[src/rtl/wdt_pkg.sv]
package wdt_pkg;

    localparam int REG_W = 32;
    localparam int CNT_W = 16;

    // Control word bit positions (software decodes these)
    localparam int B_RUN   = 0;
    localparam int B_FIRED = 1;
    localparam int B_ACT   = 2;
    localparam int B_STRAP = 3;
    localparam int B_TRIG  = 7;

    typedef enum logic {
        ACT_RESET    = 1'b0,
        ACT_POWEROFF = 1'b1
    } action_e;

    typedef struct packed {
        action_e action;
        logic    fired;
        logic    run;
    } ctrl_t;

    // Clocks per tick for a unit code; 0 marks a rejected code
    function automatic int unsigned unit_div(input logic [1:0] code,
                                             input int unsigned hz);
        case (code)
            2'd0:    return hz;
            2'd1:    return hz / 10;
            2'd2:    return hz / 100;
            default: return 0;
        endcase
    endfunction

    function automatic int unsigned count_limit(input int unsigned m);
        if (m < 511)   return 511;
        if (m > 65535) return 65535;
        return m;
    endfunction

    function automatic logic [REG_W-1:0] ctrl_word(input ctrl_t c,
                                                   input logic strap);
        logic [REG_W-1:0] v;
        v          = '0;
        v[B_RUN]   = c.run;
        v[B_FIRED] = c.fired;
        v[B_ACT]   = c.action;
        v[B_STRAP] = strap;
        return v;
    endfunction

endpackage

[src/rtl/wdt_regs.sv]
module wdt_regs
    import wdt_pkg::*;
#(
    parameter int unsigned MAX_CNT = 4095
) (
    input  logic             clk,
    input  logic             rst,
    input  logic             wr_en,
    input  logic             reg_sel,
    input  logic [REG_W-1:0] wdata,
    input  logic             strap_dis,
    input  logic             expire,
    output logic [REG_W-1:0] rdata,
    output ctrl_t            ctrl_q,
    output logic [CNT_W-1:0] reload_q,
    output logic             load
);

    localparam int unsigned    LIMIT   = count_limit(MAX_CNT);
    localparam logic [CNT_W-1:0] LIMIT_V = CNT_W'(LIMIT);

    logic wr_ctrl, wr_cnt;
    logic [CNT_W-1:0] wr_val;
    logic unused_hi;

    assign wr_ctrl   = wr_en && !reg_sel;
    assign wr_cnt    = wr_en &&  reg_sel;
    assign wr_val    = wdata[CNT_W-1:0];
    assign load      = wr_ctrl && wdata[B_TRIG];
    assign unused_hi = ^wdata[REG_W-1:CNT_W];

    always_ff @(posedge clk) begin
        if (rst) begin
            ctrl_q   <= '{action: ACT_RESET, fired: 1'b0, run: 1'b0};
            reload_q <= '0;
        end else begin
            if (wr_ctrl) begin
                ctrl_q.run    <= wdata[B_RUN];
                ctrl_q.action <= action_e'(wdata[B_ACT]);
                if (wdata[B_FIRED]) ctrl_q.fired <= 1'b0;
            end
            // expiry wins over a same-cycle software write
            if (expire) begin
                ctrl_q.run   <= 1'b0;
                ctrl_q.fired <= 1'b1;
            end
            if (wr_cnt)
                reload_q <= (wr_val > LIMIT_V) ? LIMIT_V : wr_val;
        end
    end

    always_comb begin
        if (reg_sel) rdata = {{(REG_W-CNT_W){1'b0}}, reload_q};
        else         rdata = ctrl_word(ctrl_q, strap_dis);
    end

    // stored reload never exceeds the limit
    a_r3_reload_capped: assert property (@(posedge clk) disable iff (rst)
        reload_q <= LIMIT_V);

    // a write of 0 to the fired bit keeps it set
    a_r9_zero_keeps_fired: assert property (@(posedge clk) disable iff (rst)
        (wr_ctrl && !wdata[B_FIRED] && ctrl_q.fired) |=> ctrl_q.fired);

    // expiry stops the timer and records it
    a_r8_expire_stops: assert property (@(posedge clk) disable iff (rst)
        expire |=> (!ctrl_q.run && ctrl_q.fired));

endmodule

[src/rtl/wdt_tick.sv]
module wdt_tick
    import wdt_pkg::*;
#(
    parameter int unsigned CLK_HZ = 100_000_000,
    parameter int          PRE_W  = 27
) (
    input  logic       clk,
    input  logic       rst,
    input  logic       run_en,
    input  logic [1:0] unit_code,
    input  logic       restart,
    output logic       tick
);

    logic [PRE_W-1:0] div, pre_q;
    logic             active, at_end;

    assign div    = PRE_W'(unit_div(unit_code, CLK_HZ));
    assign active = run_en && (div != '0);
    // >= so a unit change to a shorter period cannot overshoot the wrap
    assign at_end = (pre_q >= div - PRE_W'(1));
    assign tick   = active && at_end;

    always_ff @(posedge clk) begin
        if (rst || restart || !active || at_end) pre_q <= '0;
        else                                      pre_q <= pre_q + PRE_W'(1);
    end

    // every tick starts a whole new unit
    a_r5_tick_restarts_unit: assert property (@(posedge clk) disable iff (rst)
        tick |=> (pre_q == '0));

endmodule

[src/rtl/wdt_count.sv]
module wdt_count
    import wdt_pkg::*;
(
    input  logic             clk,
    input  logic             rst,
    input  logic             load,
    input  logic [CNT_W-1:0] reload,
    input  logic             tick,
    output logic [CNT_W-1:0] cnt_q,
    output logic             expire
);

    assign expire = tick && !load && (cnt_q <= CNT_W'(1));

    always_ff @(posedge clk) begin
        if (rst)         cnt_q <= '0;
        else if (load)   cnt_q <= reload;
        else if (expire) cnt_q <= '0;
        else if (tick)   cnt_q <= cnt_q - CNT_W'(1);
    end

    // a trigger loads the reload value
    a_r4_trigger_loads: assert property (@(posedge clk) disable iff (rst)
        load |=> (cnt_q == $past(reload)));

endmodule

[src/rtl/sys_watchdog.sv]
module sys_watchdog
    import wdt_pkg::*;
#(
    parameter int unsigned CLK_HZ  = 100_000_000,
    parameter int unsigned MAX_CNT = 4095
) (
    input  logic        clk,
    input  logic        rst,
    input  logic        wr_en,
    input  logic        reg_sel,
    input  logic [31:0] wdata,
    output logic [31:0] rdata,
    input  logic [1:0]  unit_code,
    input  logic        strap_dis,
    output logic        rst_req,
    output logic        poff_req
);

    localparam int PRE_W = $clog2(CLK_HZ + 1);

    ctrl_t            ctrl_q;
    logic [CNT_W-1:0] reload_q, cnt_q;
    logic             load, tick, expire;

    wdt_regs #(.MAX_CNT(MAX_CNT)) u_regs (
        .clk(clk), .rst(rst), .wr_en(wr_en), .reg_sel(reg_sel),
        .wdata(wdata), .strap_dis(strap_dis), .expire(expire),
        .rdata(rdata), .ctrl_q(ctrl_q), .reload_q(reload_q), .load(load)
    );

    wdt_tick #(.CLK_HZ(CLK_HZ), .PRE_W(PRE_W)) u_tick (
        .clk(clk), .rst(rst), .run_en(ctrl_q.run && !strap_dis),
        .unit_code(unit_code), .restart(load), .tick(tick)
    );

    wdt_count u_count (
        .clk(clk), .rst(rst), .load(load), .reload(reload_q),
        .tick(tick), .cnt_q(cnt_q), .expire(expire)
    );

    always_ff @(posedge clk) begin
        if (rst) begin
            rst_req  <= 1'b0;
            poff_req <= 1'b0;
        end else begin
            rst_req  <= expire && (ctrl_q.action == ACT_RESET);
            poff_req <= expire && (ctrl_q.action == ACT_POWEROFF);
        end
    end

    // never both requests, each lasts one clock
    a_r8_one_action: assert property (@(posedge clk) disable iff (rst)
        !(rst_req && poff_req));
    a_r8_rst_one_clock: assert property (@(posedge clk) disable iff (rst)
        rst_req |=> !rst_req);
    a_r8_poff_one_clock: assert property (@(posedge clk) disable iff (rst)
        poff_req |=> !poff_req);

    // a request is only seen with the timer stopped and fired latched
    a_r11_stopped_after: assert property (@(posedge clk) disable iff (rst)
        (rst_req || poff_req) |-> (!ctrl_q.run && ctrl_q.fired));

    // strap holds the time base
    a_r7_no_tick_when_disabled: assert property (@(posedge clk) disable iff (rst)
        strap_dis |-> !tick);

    // rejected unit code produces no tick
    a_r6_bad_unit_no_tick: assert property (@(posedge clk) disable iff (rst)
        (unit_code == 2'd3) |-> !tick);

endmodule

[config.mk]
export PLATFORM = sky130hd
export DESIGN_NAME = sys_watchdog
export DESIGN_NICKNAME = d
export VERILOG_FILES = /design/src/rtl/wdt_pkg.sv /design/src/rtl/wdt_regs.sv /design/src/rtl/wdt_tick.sv /design/src/rtl/wdt_count.sv /design/src/rtl/sys_watchdog.sv
export SDC_FILE = /design/constraint.sdc
export NUM_CORES = 1
export LEC_CHECK = 0
export BUFFER_PORTS_ARGS = -buffer_cell sky130_fd_sc_hd__buf_4
export CAP_MARGIN = 20
export CORE_MARGIN = 1.5
export CORE_UTILIZATION = 60
export CTS_BUF_LIST = sky130_fd_sc_hd__clkbuf_4 sky130_fd_sc_hd__clkbuf_8
export CTS_CLUSTER_DIAMETER = 80
export CTS_CLUSTER_SIZE = 25
export DETAILED_ROUTE_END_ITERATION = 10
export GPL_ROUTABILITY_DRIVEN = 0
export HOLD_SLACK_MARGIN = 0.06
export PLACE_DENSITY_LB_ADDON = 0.3
export SKIP_CTS_REPAIR_TIMING = 1
export SYNTH_ARGS = -nofsm -noshare
export SYNTH_HDL_FRONTEND = slang
export SYNTH_SLANG_ARGS = --single-unit
[constraint.sdc]
create_clock -name clk -period 5.8 [get_ports clk]
set_clock_uncertainty 0.2 [all_clocks]
set_input_delay 1.74 -clock clk [delete_from_list [all_inputs] [get_ports clk]]
set_output_delay 1.74 -clock clk [all_outputs]
set_load 0.005 [all_outputs]
-- After elaboration in Yosys (flattened, before gate mapping)
Cells that the tools add are included.
- $add $sub $neg: 3
- order comparisons: 3
- eq/ne operators: 2
- muxes and demuxes: 9
- bitwise gates (word level): 1
- reductions and logical operators: 24
- operators with widths (kind ; count):
    $pmux W27 S3 ; 1
    $mux W16 ; 5
    $add A27 B1 Y27 const B ; 1
    $ge A27 B27 Y1 ; 1
    $reduce_bool A27 Y1 ; 1
    $sub A27 B1 Y27 const B ; 1
    $gt A16 B12 Y1 const B ; 1
    $le A16 B1 Y1 const B ; 1
    $sub A16 B1 Y16 const B ; 1
    $logic_and A1 B1 Y1 ; 10
    $logic_not A1 Y1 ; 4
    $mux W2 ; 2
    $reduce_bool A2 Y1 ; 2
    $logic_or A1 B1 Y1 ; 3
    $reduce_bool A3 Y1 ; 1
    $eq A2 B1 Y1 const B ; 1
    $eq A2 B2 Y1 const B ; 1
    $logic_not A2 Y1 ; 1
    $reduce_and A2 Y1 ; 1
    $reduce_or A2 Y1 ; 1
    $mux W1 ; 1
    $not A1 Y1 ; 1
- register bits after elaboration: 64
- output and inout port bits: 34
- word-level logic and storage cells: 50

-- Depth between registers and ports, before layout
Gate-level depths: netlist of run 1.
- depth in word-level cells: 9
- depth in mapped cells: 12

-- Hierarchy
Synthesis of run 1 repeated with hierarchy kept, for this count alone.
- cell total of the unflattened synthesis: 440
- area, all modules: 3943.8 um^2
- by module, submodules not included (module ; instances ; cells an instance ; area each (um^2) ; sequential area each (um^2)):
    wdt_tick ; 1 ; 194 ; 1731.7 ; 540.5
    wdt_count ; 1 ; 154 ; 1208.7 ; 320.3
    wdt_regs ; 1 ; 87 ; 935.9 ; 380.4
    sys_watchdog ; 1 ; 5 ; 67.6 ; 40.0

-- Worst setup path after synthesis of run 1
OpenSTA, ideal clock, no wires.
- path type: input port to flip-flop
- start: input unit_code[0]
- end: register u_count.cnt_q[11]
- arrival time: 4.086 ns
- required time: 5.473 ns
- path slack: 1.387 ns
- stages on the path: 11
- cell sequence: inv_1 > ha_1 > ha_1 > and2_1 > a221o_1 > a22o_1 > a2111o_2 > nand2_2 > buf_6 > nor3_1 > or3_1
- word-level cells in the longest chain between the ends: 9
- elaborated cells on any way between the ends: 14
- ends and longest elaborated chain (element ; RTL line ; source):
    start, declared ; sys_watchdog.sv:13 ; input logic [1:0] unit_code,
    $eq A2 B2 Y1 (tied with other cells) ; wdt_pkg.sv:27 ; case (code)
    $pmux W27 S3 (*) ; wdt_pkg.sv:27 ;
    $sub A27 B1 Y27 or $reduce_bool A27 Y1 (tied branches) ; wdt_tick.sv:21, wdt_tick.sv:19 ;
    $ge A27 B27 Y1 or $logic_and A1 B1 Y1 (tied branches) ; wdt_tick.sv:21, wdt_tick.sv:19 ;
    $logic_and A1 B1 Y1 (*) ; wdt_tick.sv:22 ; assign tick = active && at_end;
    $logic_and A1 B1 Y1 (2 in series) ; wdt_count.sv:13 ; assign expire = tick && !load && (cnt_q <= CNT_W'(1));
    $mux W16 ; wdt_count.sv:18 ; else if (expire) cnt_q <= '0;
    $mux W16 ; wdt_count.sv:17 ; else if (load) cnt_q <= reload;
    end signal, assigned ; wdt_count.sv:17 ;
    end signal, assigned ; wdt_count.sv:19 ; else if (tick) cnt_q <= cnt_q - CNT_W'(1);
    end, declared ; wdt_count.sv:9 ; output logic [CNT_W-1:0] cnt_q,
Mark *: on every way between the ends. The rest lies on a longest branch, timed or not.
A chain may end at the register's enable or synchronous reset.

-- Final worst setup path of run 1
Same ends and word-level chain as after synthesis.

==> results.ini, run 1 <==
[critical_path]
cp_common_cell=ha_1
path_class=in2reg
critPathMaxStageDelay_ns=0.44
crit_required_ns=5.83
reg2reg_from=u_tick.pre_q[10]
crit_chain=buf_4, inv_1, ha_1, ha_1, and2_1, a221o_1, a22o_1, a2111o_2, nand2_2, nor3_1, or3_1
r2r_setup_slack_ns=2.81
crit_arrival_ns=4.62
reg2reg_depth=8
slowest_stage=a2111o_2
worstSetupStartpointType=primary input
cp-end-kind=register
crit_path_max_fanout=20
r2r_end=u_count.cnt_q[11]

[power]
ir_worst_vdd_v=0.000150
leakagePower_nw=1.75
powerDensity_nw_per_um2=253
total_power_mw=1.06

[clock_network]
clk_pin_slew_ns=0.06
clk_path_buf_depth=2
clockRootBuffer=clkbuf_8
htreeDepth=3
clock_latency_ns=0.35
cts-buffers-inserted=9
cts_tree=yes
clock-sinks=64

[run]
drv_cap=0

[global_routing]
grt_pass1_vias=2980
overflow=0
grt_pass1_wl_um=13500
grt_usage_pct=26.7
grt_max_degree=28
antenna_found_initial=0

[floorplan]
core-area_um2=5920
dieArea_um2=6610
ios=73
chipHeight_um=81.3
rows=28
start_util_pct=62.2
fp.dieW_um=81.3

[synth]
ys_types=58
synthCells=418
synth.avg_cell_area_um2=8.80
ys_seq_area_share_pct=34.8
synth-seq-cells=64
synthTopCellsByArea=dfxtp_1 (35%), ha_1 (10%), nor2_1 (5.0%), o221a_2 (3.7%), and2_1 (3.6%)
synth_flop_cell=dfxtp_1
yosysTopAreaCell=dfxtp_1
synth_edf_count=0
synth_top_area_share_pct=34.8
ys_async_sr_fraction_pct=0
synthesis.area_um2=3680
yosys_warnings=0

[route]
drtIter0Drc=155
viasPerCell=5.90
route.detailed.drc=0
drtAntennaViolNets=0
wl_per_cell_um=15.2
dr_total_vias=3129
totalWireLength_um=8040
drt_pre_antenna_iters=4

[timing]
setup_viol=0
max_freq_ghz=0.218
final_hold_viol_count=0
period_needed_ns=4.59
post-route-period-util_pct=79.1
worst_pin_slew_ns=0.855
layout_setup_ws_ns=1.21
slew_violations=0
tns_ns=0
rsz0062_at_grt=no
maxSlewHeadroom_pct=42.8

[hold_path]
hold_start=u_tick.pre_q[0]
min_path_cells=1
hold-path-endpoint=u_tick.pre_q[0]
hold_path_class=reg2reg

[placed_design]
dp_slack_ns=0.863
io_buffers=40
dp_hpwl_um=5690

[final_layout]
final_common_cell=dfxtp_1
antennaDiodeCount=0
drive_gt1_share_pct=18.2
final_core_util_pct=70.5
final_cell_mix=dfxtp_1 (64), nor2_1 (49), buf_4 (40)
area_growth_pct=13.5
fill_cells=460
final_nets=519

[status]
status=finished clean

## logic make-up after synthesis
family / after synthesis / share of synthesized area (%)
AND/OR/NAND/NOR: 171 / 24.5
AO/OA/AOI/OAI: 76 / 16.4
flip-flops: 64 / 34.8
buffers and inverters: 48 / 7.11
adder cells (fa/ha/maj): 30 / 10.2
XOR/XNOR: 24 / 5.71
multiplexers: 4 / 1.19
other: 1 / 0.102
## report_power, final
part	total, mW	internal [mW]	switching [mW]
combinational	0.115	0.0495	0.0660
sequential	0.458	0.449	0.00901
clock	0.484	0.308	0.176
total	1.06	0.807	0.251
## state kept, by name, indices dropped and copies added (netlist names)
signal,count
poff_req,1
u_regs.ctrl_q,3
u_tick.pre_q,27
rst_req,1
u_count.cnt_q,16
u_regs.reload_q,16
## worst max-delay path, delay by kind of cell
| family | cells | cell delay [ns] |
|---|---|---|
| buffers and inverters | 2 | 0.28 |
| AO/OA/AOI/OAI | 3 | 0.95 |
| AND/OR/NAND/NOR | 4 | 0.97 |
| adder cells (fa/ha/maj) | 2 | 0.68 |
## worst max path at each step
stage | startpoint | to | slack, ns | cells after the start
after floorplan | unit_code[0] | u_count.cnt_q[11] | 1.39 | 11
after global placement | unit_code[0] | u_count.cnt_q[11] | 0.91 | 11
after detailed placement | unit_code[0] | u_count.cnt_q[11] | 0.86 | 11
after CTS | unit_code[0] | u_count.cnt_q[11] | 1.24 | 11
after global routing | unit_code[0] | u_count.cnt_q[5] | 0.99 | 11
final | unit_code[0] | u_count.cnt_q[11] | 1.21 | 11
## cells in the mapped netlist, drive strengths merged, types with 2 or more instances
cell and count:
buf 23, a21oi 12, o2111ai 4, o41ai 2, dfxtp 64, nor2 50, a21o 5, mux2 3
and3 5, nand2 29, nor3 11, xnor2 9, o21ai 14, o22ai 2, ha 30, and4 3
o221a 12, o311ai 2, nand4 13, and2 21, a31oi 3, nor2b 2, or4 7, or3 6
clkbuf 11, nand3 20, inv 13, xor2 15, a311oi 7
## metal layers
metal / global-route usage, % / vias to the layer above / wire (um)
li1: - / 1554 / -
met1: 31.4 / 1481 / 3480
met2: 46.4 / 80 / 4010
met3: 6.18 / 14 / 400
met4: 10.7 / 0 / 148
met5: 0 / - / 0
## stage by stage
stage | cells | area [um2] | hold slack, ns
floorplan | 433 | 3740 | 0.193
global placement | 514 | 3920 | 0.199
detailed placement | 514 | 3920 | 0.232
CTS | 530 | 4180 | 0.241
global route | 530 | 4180 | 0.249
finish | 530 | 4180 | 0.239
## cell type report
type | instances | area [um2] | share of cell area, %
clock inverter | 5 | 103 | 2.46
clock buffer | 11 | 151 | 3.63
timing repair buffer | 40 | 300 | 7.19
inverter | 14 | 52.6 | 1.26
sequential | 64 | 1280 | 30.7
tap | 75 | 93.8 | 2.25
multi-input combinational | 321 | 2190 | 52.5
No activity file was read; power rests on OpenSTA's default activity.
==> inputs of run 2 (changes only) <==
--- a/config.mk
+++ b/config.mk
@@ -8,7 +8,7 @@
 export BUFFER_PORTS_ARGS = -buffer_cell sky130_fd_sc_hd__buf_4
 export CAP_MARGIN = 20
 export CORE_MARGIN = 1.5
-export CORE_UTILIZATION = 60
+export CORE_UTILIZATION = 52
 export CTS_BUF_LIST = sky130_fd_sc_hd__clkbuf_4 sky130_fd_sc_hd__clkbuf_8
 export CTS_CLUSTER_DIAMETER = 80
 export CTS_CLUSTER_SIZE = 25
==> constraint.sdc (replaced) <==
create_clock -name clk -period 3.99 [get_ports clk]
set_clock_uncertainty 0.2 [all_clocks]
set_input_delay 1.197 -clock clk [delete_from_list [all_inputs] [get_ports clk]]
set_output_delay 1.197 -clock clk [all_outputs]
set_load 0.005 [all_outputs]
==> run 2 against run 1 <==
Against the previous run: power increased by 40%; global-route usage decreased by 2.1 points; sequential cell count unchanged; setup slack got worse by 1.0 ns; critical path depth unchanged; first-iteration DRC count increased by 37%; cell area increased by 5.6%.
==> results.ini, run 2 (same netlist as run 1, synthesis figures left out) <==
[critical_path]
slowest_stage=or4_1
path_class=in2reg
cp-end-kind=register
endpoint=u_count.cnt_q[5]
worstSetupStartpointType=primary input
r2r_end=u_count.cnt_q[6]
reg2reg_depth=9  ; +1
crit_required_ns=4.03  ; -1.80 ns
path_buf_inv=2  ; unchanged
crit_arrival_ns=3.86  ; -0.76 ns
crit_start=unit_code[0]
critPathTopFamily=simple AND/OR/NAND/NOR gates
r2r_setup_slack_ns=1.11  ; -1.70 ns
critPathMaxStageDelay_ns=0.56  ; +0.12 ns
crit_path_max_fanout=12  ; -40%
cp_common_cell=ha_1
crit_chain=buf_4, inv_1, ha_1, ha_1, and4_1, nand4_1, a211oi_1, a2111o_2, nand2_2, or4_1, a311oi_1
cp.depth=11  ; unchanged
reg2reg_from=u_tick.pre_q[10]

[global_routing]
grt_max_degree=22  ; -21%
grt_usage_pct=24.6  ; -2.1 points
met3_usage_pct=5.59  ; -0.59 points
grtUsageMet1_pct=31.3  ; -0.035 points
grt.busiest_layer=met2
grt_use_met2_pct=40.5  ; -5.9 points
grt_pass1_wl_um=14500  ; +7.4%
antenna_found_initial=0  ; unchanged
overflow=0  ; unchanged
grt_pass1_vias=3082  ; +3.4%

[power]
p_int_mw=1.11  ; +38%
combPwrFrac_pct=12.4  ; +1.5 points
pwr-share-seq_pct=45.0  ; +1.7 points
p_sw_share_pct=25.0  ; +1.3 points
ir_worst_vdd_v=0.000196  ; +31%
power.switching_mw=0.370  ; +47%
powerDensity_nw_per_um2=336  ; +32%
leakagePower_nw=1.89  ; +7.6%
p_clk_share_pct=42.6  ; -3.2 points

[timing]
period_needed_ns=3.82
final_hold_viol_count=0  ; unchanged
post-route-period-util_pct=95.8
setup_viol=0  ; unchanged
maxSlewHeadroom_pct=63.0  ; +20 points
rsz0062_at_grt=no
worst_pin_slew_ns=0.554  ; -0.301 ns
slew_violations=0  ; unchanged
max_freq_ghz=0.262

[floorplan]
dieArea_um2=7590  ; +15%
chipHeight_um=87.1  ; +7.1%
fp.dieW_um=87.1  ; +7.1%
rows=30  ; +7.1%
ios=73  ; unchanged
start_util_pct=53.9  ; -8.3 points
core-area_um2=6830  ; +15%

[final_layout]
fill_cells=613  ; +33%
final_cell_mix=buf_4 (69), dfxtp_1 (64), nor2_1 (49)
largest_reg_flops=27  ; unchanged
top_register=u_tick.pre_q
area_growth_pct=19.9
final_cell_area_um2=4410  ; +5.6%
antennaDiodeCount=0  ; unchanged
final_nets=549  ; +5.8%
final_cells=581  ; +9.6%
drive_gt1_share_pct=23.3  ; +5.1 points
final_common_cell=buf_4
top_regs=u_tick.pre_q: 27 flops, u_count.cnt_q: 16 flops, u_regs.reload_q: 16 flops

[route]
drtIter0Drc=213  ; +37%
viasPerCell=5.53  ; -6.4%
dr_total_vias=3212  ; +2.7%
drt_pre_antenna_iters=4  ; unchanged
route.detailed.drc=0  ; unchanged
wl_per_cell_um=14.9  ; -1.7%
drtAntennaViolNets=0  ; unchanged
totalWireLength_um=8660  ; +7.7%

[clock_network]
clockRootBuffer=clkbuf_8
clk_pin_slew_ns=0.08  ; +0.02 ns
cts-buffers-inserted=9  ; unchanged
clock_latency_ns=0.35  ; about the same
cts_tree=yes
clk_path_buf_depth=2  ; unchanged
clock-sinks=64  ; unchanged
htreeDepth=3  ; unchanged

[status]
status=finished clean

[placed_design]
io_buffers=40  ; unchanged
place_area_um2=4190  ; +6.7%
dp_hpwl_um=6400  ; +12%
placedCellCount=565  ; +9.9%

[hold_path]
hold_path_class=reg2reg
hold_start=u_regs.ctrl_q[2]

[run]
drv_cap=0  ; unchanged

run 2: cell types whose count changed in the layout (fill, tap and decap cells not counted):
cell        previous run  this run
clkbuf_4               0         1
buf_12                 0         1
clkinvlp_4             1         2
buf_4                 40        69
clkbuf_8              11        10
bufinv_16              3         2
run 2: worst min path at each step:
stage / end / depth (start not counted)
2_1_floorplan: rst_req / 1
3_3_place_gp: rst_req / 1
3_5_place_dp: rst_req / 1
4_1_cts: rst_req / 1
5_1_grt: rst_req / 1
6_report: rst_req / 1
run 2: final cells by class:
cell class | instances | area, um2 | area share, %
Clock buffer | 11 | 145 | 3.29
Sequential cell | 64 | 1280 | 29.0
Tap cell | 96 | 120 | 2.72
Timing Repair Buffer | 70 | 538 | 12.2
Clock inverter | 5 | 80.1 | 1.82
Inverter | 14 | 52.6 | 1.19
Multi-Input combinational cell | 321 | 2190 | 49.7
run 2: power groups by stage:
| stage | clock, mW | sequential (mW) | combinational [mW] |
|---|---|---|---|
| 4_1_cts | 0.643 | 0.665 | 0.182 |
| 3_5_place_dp | 0 | 0.680 | 0.180 |
| 2_1_floorplan | 0 | 0.676 | 0.126 |
| 3_3_place_gp | 0 | 0.679 | 0.175 |
| 6_report | 0.631 | 0.666 | 0.183 |
| 5_1_grt | 0.671 | 0.667 | 0.205 |
run 2: per-layer routing:
metal	vias to the layer above	wire [um]
li1	1615	-
met1	1499	3910
met2	86	4140
met3	12	477
met4	0	140
met5	-	0
run 2: metrics by stage:
stage                     power (mW)  worst slack [ns]  hold WS, ns  TNS, ns  utilization, %
after global routing            1.54           0.00928        0.258        0            64.6
after CTS                       1.49             0.161        0.217        0            64.6
after floorplan                0.802             0.120        0.193        0               -
after global placement         0.854           -0.0771        0.198   -0.477            61.3
after detailed placement       0.860            -0.131        0.205   -0.885            61.3
final                           1.48             0.170        0.215        0            64.6
==> inputs of run 3 (changes only) <==
--- a/config.mk
+++ b/config.mk
@@ -5,10 +5,11 @@
 export SDC_FILE = /design/constraint.sdc
 export NUM_CORES = 1
 export LEC_CHECK = 0
+export ABC_AREA = 1
 export BUFFER_PORTS_ARGS = -buffer_cell sky130_fd_sc_hd__buf_4
 export CAP_MARGIN = 20
 export CORE_MARGIN = 1.5
-export CORE_UTILIZATION = 52
+export CORE_UTILIZATION = 53
 export CTS_BUF_LIST = sky130_fd_sc_hd__clkbuf_4 sky130_fd_sc_hd__clkbuf_8
 export CTS_CLUSTER_DIAMETER = 80
 export CTS_CLUSTER_SIZE = 25
==> run 3 against run 2 <==
Against the previous run: setup slack gained 0.39 ns; hold slack gained 0.0035 ns; fmax grew 11%; critical endpoint is now u_tick.pre_q[2]; sequential power shrank 0.8%; global-route usage shrank 2.0 points; area after synthesis grew 16%; largest power group unchanged; highest routed layer unchanged.
==> results.ini, run 3 <==
[synth]
synth.avg_cell_area_um2=6.89  ; -22%
synthesis.area_um2=4250  ; +16%
yosys_warnings=0  ; unchanged
synth_edf_count=0  ; unchanged
ys_seq_area_share_pct=30.1  ; -4.7 points
synthCells=617  ; +48%
yosysMostFrequentCell=nand2_1
ys_async_sr_fraction_pct=0  ; unchanged
synthTopCellsByCount=nand2_1 (131), nor2_1 (86), inv_1 (78)
synthTopCellsByArea=dfxtp_1 (30%), nand2_1 (12%), ha_1 (8.8%), nor2_1 (7.6%), inv_1 (6.9%)
synth_top_area_share_pct=30.1  ; -4.7 points
synth_flop_cell=dfxtp_1
yosysTopAreaCell=dfxtp_1
ys_types=41  ; -29%
synth-seq-cells=64  ; unchanged

[run]
drv_cap=0  ; unchanged

[final_layout]
antennaDiodeCount=0  ; unchanged
drive_gt1_share_pct=14.7  ; -8.6 points
top_register=u_tick.pre_q
final_nets=725  ; +32%
fill_cells=703  ; +15%
largest_reg_flops=27  ; unchanged
final_common_cell=nand2_1
final_cell_mix=nand2_1 (131), nor2_1 (86), inv_1 (78)
final_cell_area_um2=4790  ; +8.5%
final_core_util_pct=61.9  ; -2.6 points
top_regs=u_tick.pre_q: 27 flops, u_count.cnt_q: 16 flops, u_regs.reload_q: 16 flops
area_growth_pct=12.6

[clock_network]
clk_pin_slew_ns=0.07  ; about the same
clock_latency_ns=0.35  ; about the same
cts_tree=yes
cts-buffers-inserted=9  ; unchanged
clockRootBuffer=clkbuf_8
clk_path_buf_depth=2  ; unchanged
clock-sinks=64  ; unchanged
htreeDepth=3  ; unchanged

[critical_path]
crit_required_ns=4.06  ; +0.03 ns
r2r_setup_slack_ns=1.73  ; +0.62 ns
critPathMaxStageDelay_ns=0.37  ; -0.19 ns
slowest_stage=ha_1
crit_path_max_fanout=17  ; +5
critPathTopFamily=simple AND/OR/NAND/NOR gates
cp-end-kind=register
path_class=in2reg
path_buf_inv=5  ; +3
reg2reg_from=u_tick.pre_q[22]
worstSetupStartpointType=primary input
crit_arrival_ns=3.50  ; -0.36 ns
cp_common_cell=nand2_1
r2r_end=u_tick.pre_q[2]
reg2reg_depth=13  ; +4
crit_chain=buf_4, inv_1, ha_1, ha_1, nand2_1, inv_1, nand2_1, nand2_1, nand2_1, nand2_1, a21oi_2, nand3_4, inv_2, nand4_4, buf_12, nor3_1

[placed_design]
place_area_um2=4580  ; +9.5%
dp_hpwl_um=6650  ; +3.8%
dp_slack_ns=0.189  ; +0.320 ns
io_buffers=40  ; unchanged

[timing]
tns_ns=0  ; unchanged
setup_viol=0  ; unchanged
post-route-period-util_pct=85.9  ; -9.9 points
layout_setup_ws_ns=0.563  ; +0.394 ns
max_freq_ghz=0.292  ; +11%
period_needed_ns=3.43  ; -0.394 ns
rsz0062_at_grt=no
final_hold_viol_count=0  ; unchanged
slew_violations=0  ; unchanged

[global_routing]
grt_max_degree=34  ; +55%
grt_pass1_wl_um=15700  ; +8.3%
antenna_found_initial=0  ; unchanged
grt_pass1_vias=3510  ; +14%
grt_usage_pct=22.7  ; -2.0 points
overflow=0  ; unchanged

[power]
leakagePower_nw=2.46  ; +30%
ir_worst_vdd_v=0.000237  ; +21%
powerDensity_nw_per_um2=294  ; -12%
total_power_mw=1.41  ; -5.0%

[route]
viasPerCell=5.10  ; -7.8%
drtAntennaViolNets=0  ; unchanged
dr_total_vias=3889  ; +21%
totalWireLength_um=9040  ; +4.3%
drtIter0Drc=247  ; +16%
route.detailed.drc=0  ; unchanged
wl_per_cell_um=11.8  ; -21%
drt_pre_antenna_iters=5  ; +1

[floorplan]
start_util_pct=55.0  ; +1.2 points
fp.dieW_um=92.6  ; +6.2%
rows=32  ; +6.7%
ios=73  ; unchanged
core-area_um2=7730  ; +13%
dieArea_um2=8570  ; +13%
chipHeight_um=92.6  ; +6.2%

[status]
status=finished clean

[hold_path]
hold_path_class=reg2reg
hold_start=u_regs.ctrl_q[2]
min_path_cells=1  ; unchanged
hold-path-endpoint=rst_req

[run 3: worst max-delay path by stage]
stage,endpoint,slack (ns),start,depth (start not counted)
finish,u_tick.pre_q[2],0.56,unit_code[0],16
global route,u_tick.pre_q[13],0.31,unit_code[0],16
CTS,u_tick.pre_q[13],0.55,unit_code[0],16
detailed placement,u_tick.pre_q[13],0.19,unit_code[0],13
global placement,u_tick.pre_q[2],0.25,unit_code[0],16
floorplan,u_tick.pre_q[14],0.67,unit_code[0],12
[run 3: cells by family after synthesis]
kind of cell	Yosys count	share of synthesized area (%)
flops	64	30.1
compound gates	51	6.59
simple gates	324	35.8
xor+xnor	28	5.94
buf+inv	119	12.7
other cells	1	0.0882
fa+ha+maj	30	8.83
[run 3: report_power, final]
| part | internal, mW | total (mW) | switching, mW |
|---|---|---|---|
| Combinational | 0.0677 | 0.175 | 0.107 |
| Clock | 0.294 | 0.570 | 0.275 |
| Sequential | 0.651 | 0.661 | 0.0102 |
[run 3: layer usage]
layer / part of all wire (%) / routed length (um) / track usage, % / vias up
met5: 0 / 0 / 0 / -
met4: 1.4 / 129 / 8.85 / 0
met3: 6.0 / 539 / 3.53 / 11
met2: 43 / 3860 / 33.5 / 125
met1: 50 / 4510 / 32.7 / 1744
li1: - / - / - / 2009
[run 3: area by class of cell]
| class | count | area, um2 | area share [%] |
|---|---|---|---|
| inverters | 85 | 319 | 6.66 |
| clock buffers | 9 | 124 | 2.59 |
| flip-flops and latches | 64 | 1280 | 26.8 |
| repair buffers | 47 | 365 | 7.63 |
| clock inverters | 7 | 81.3 | 1.70 |
| well taps | 102 | 128 | 2.67 |
| multi-input cells | 449 | 2490 | 52.0 |
[run 3: through the flow]
| stage | std cells | hold WS (ns) |
|---|---|---|
| global route | 763 | 0.243 |
| CTS | 763 | 0.221 |
| global placement | 747 | 0.199 |
| finish | 763 | 0.218 |
| floorplan | 632 | 0.193 |
| detailed placement | 747 | 0.205 |
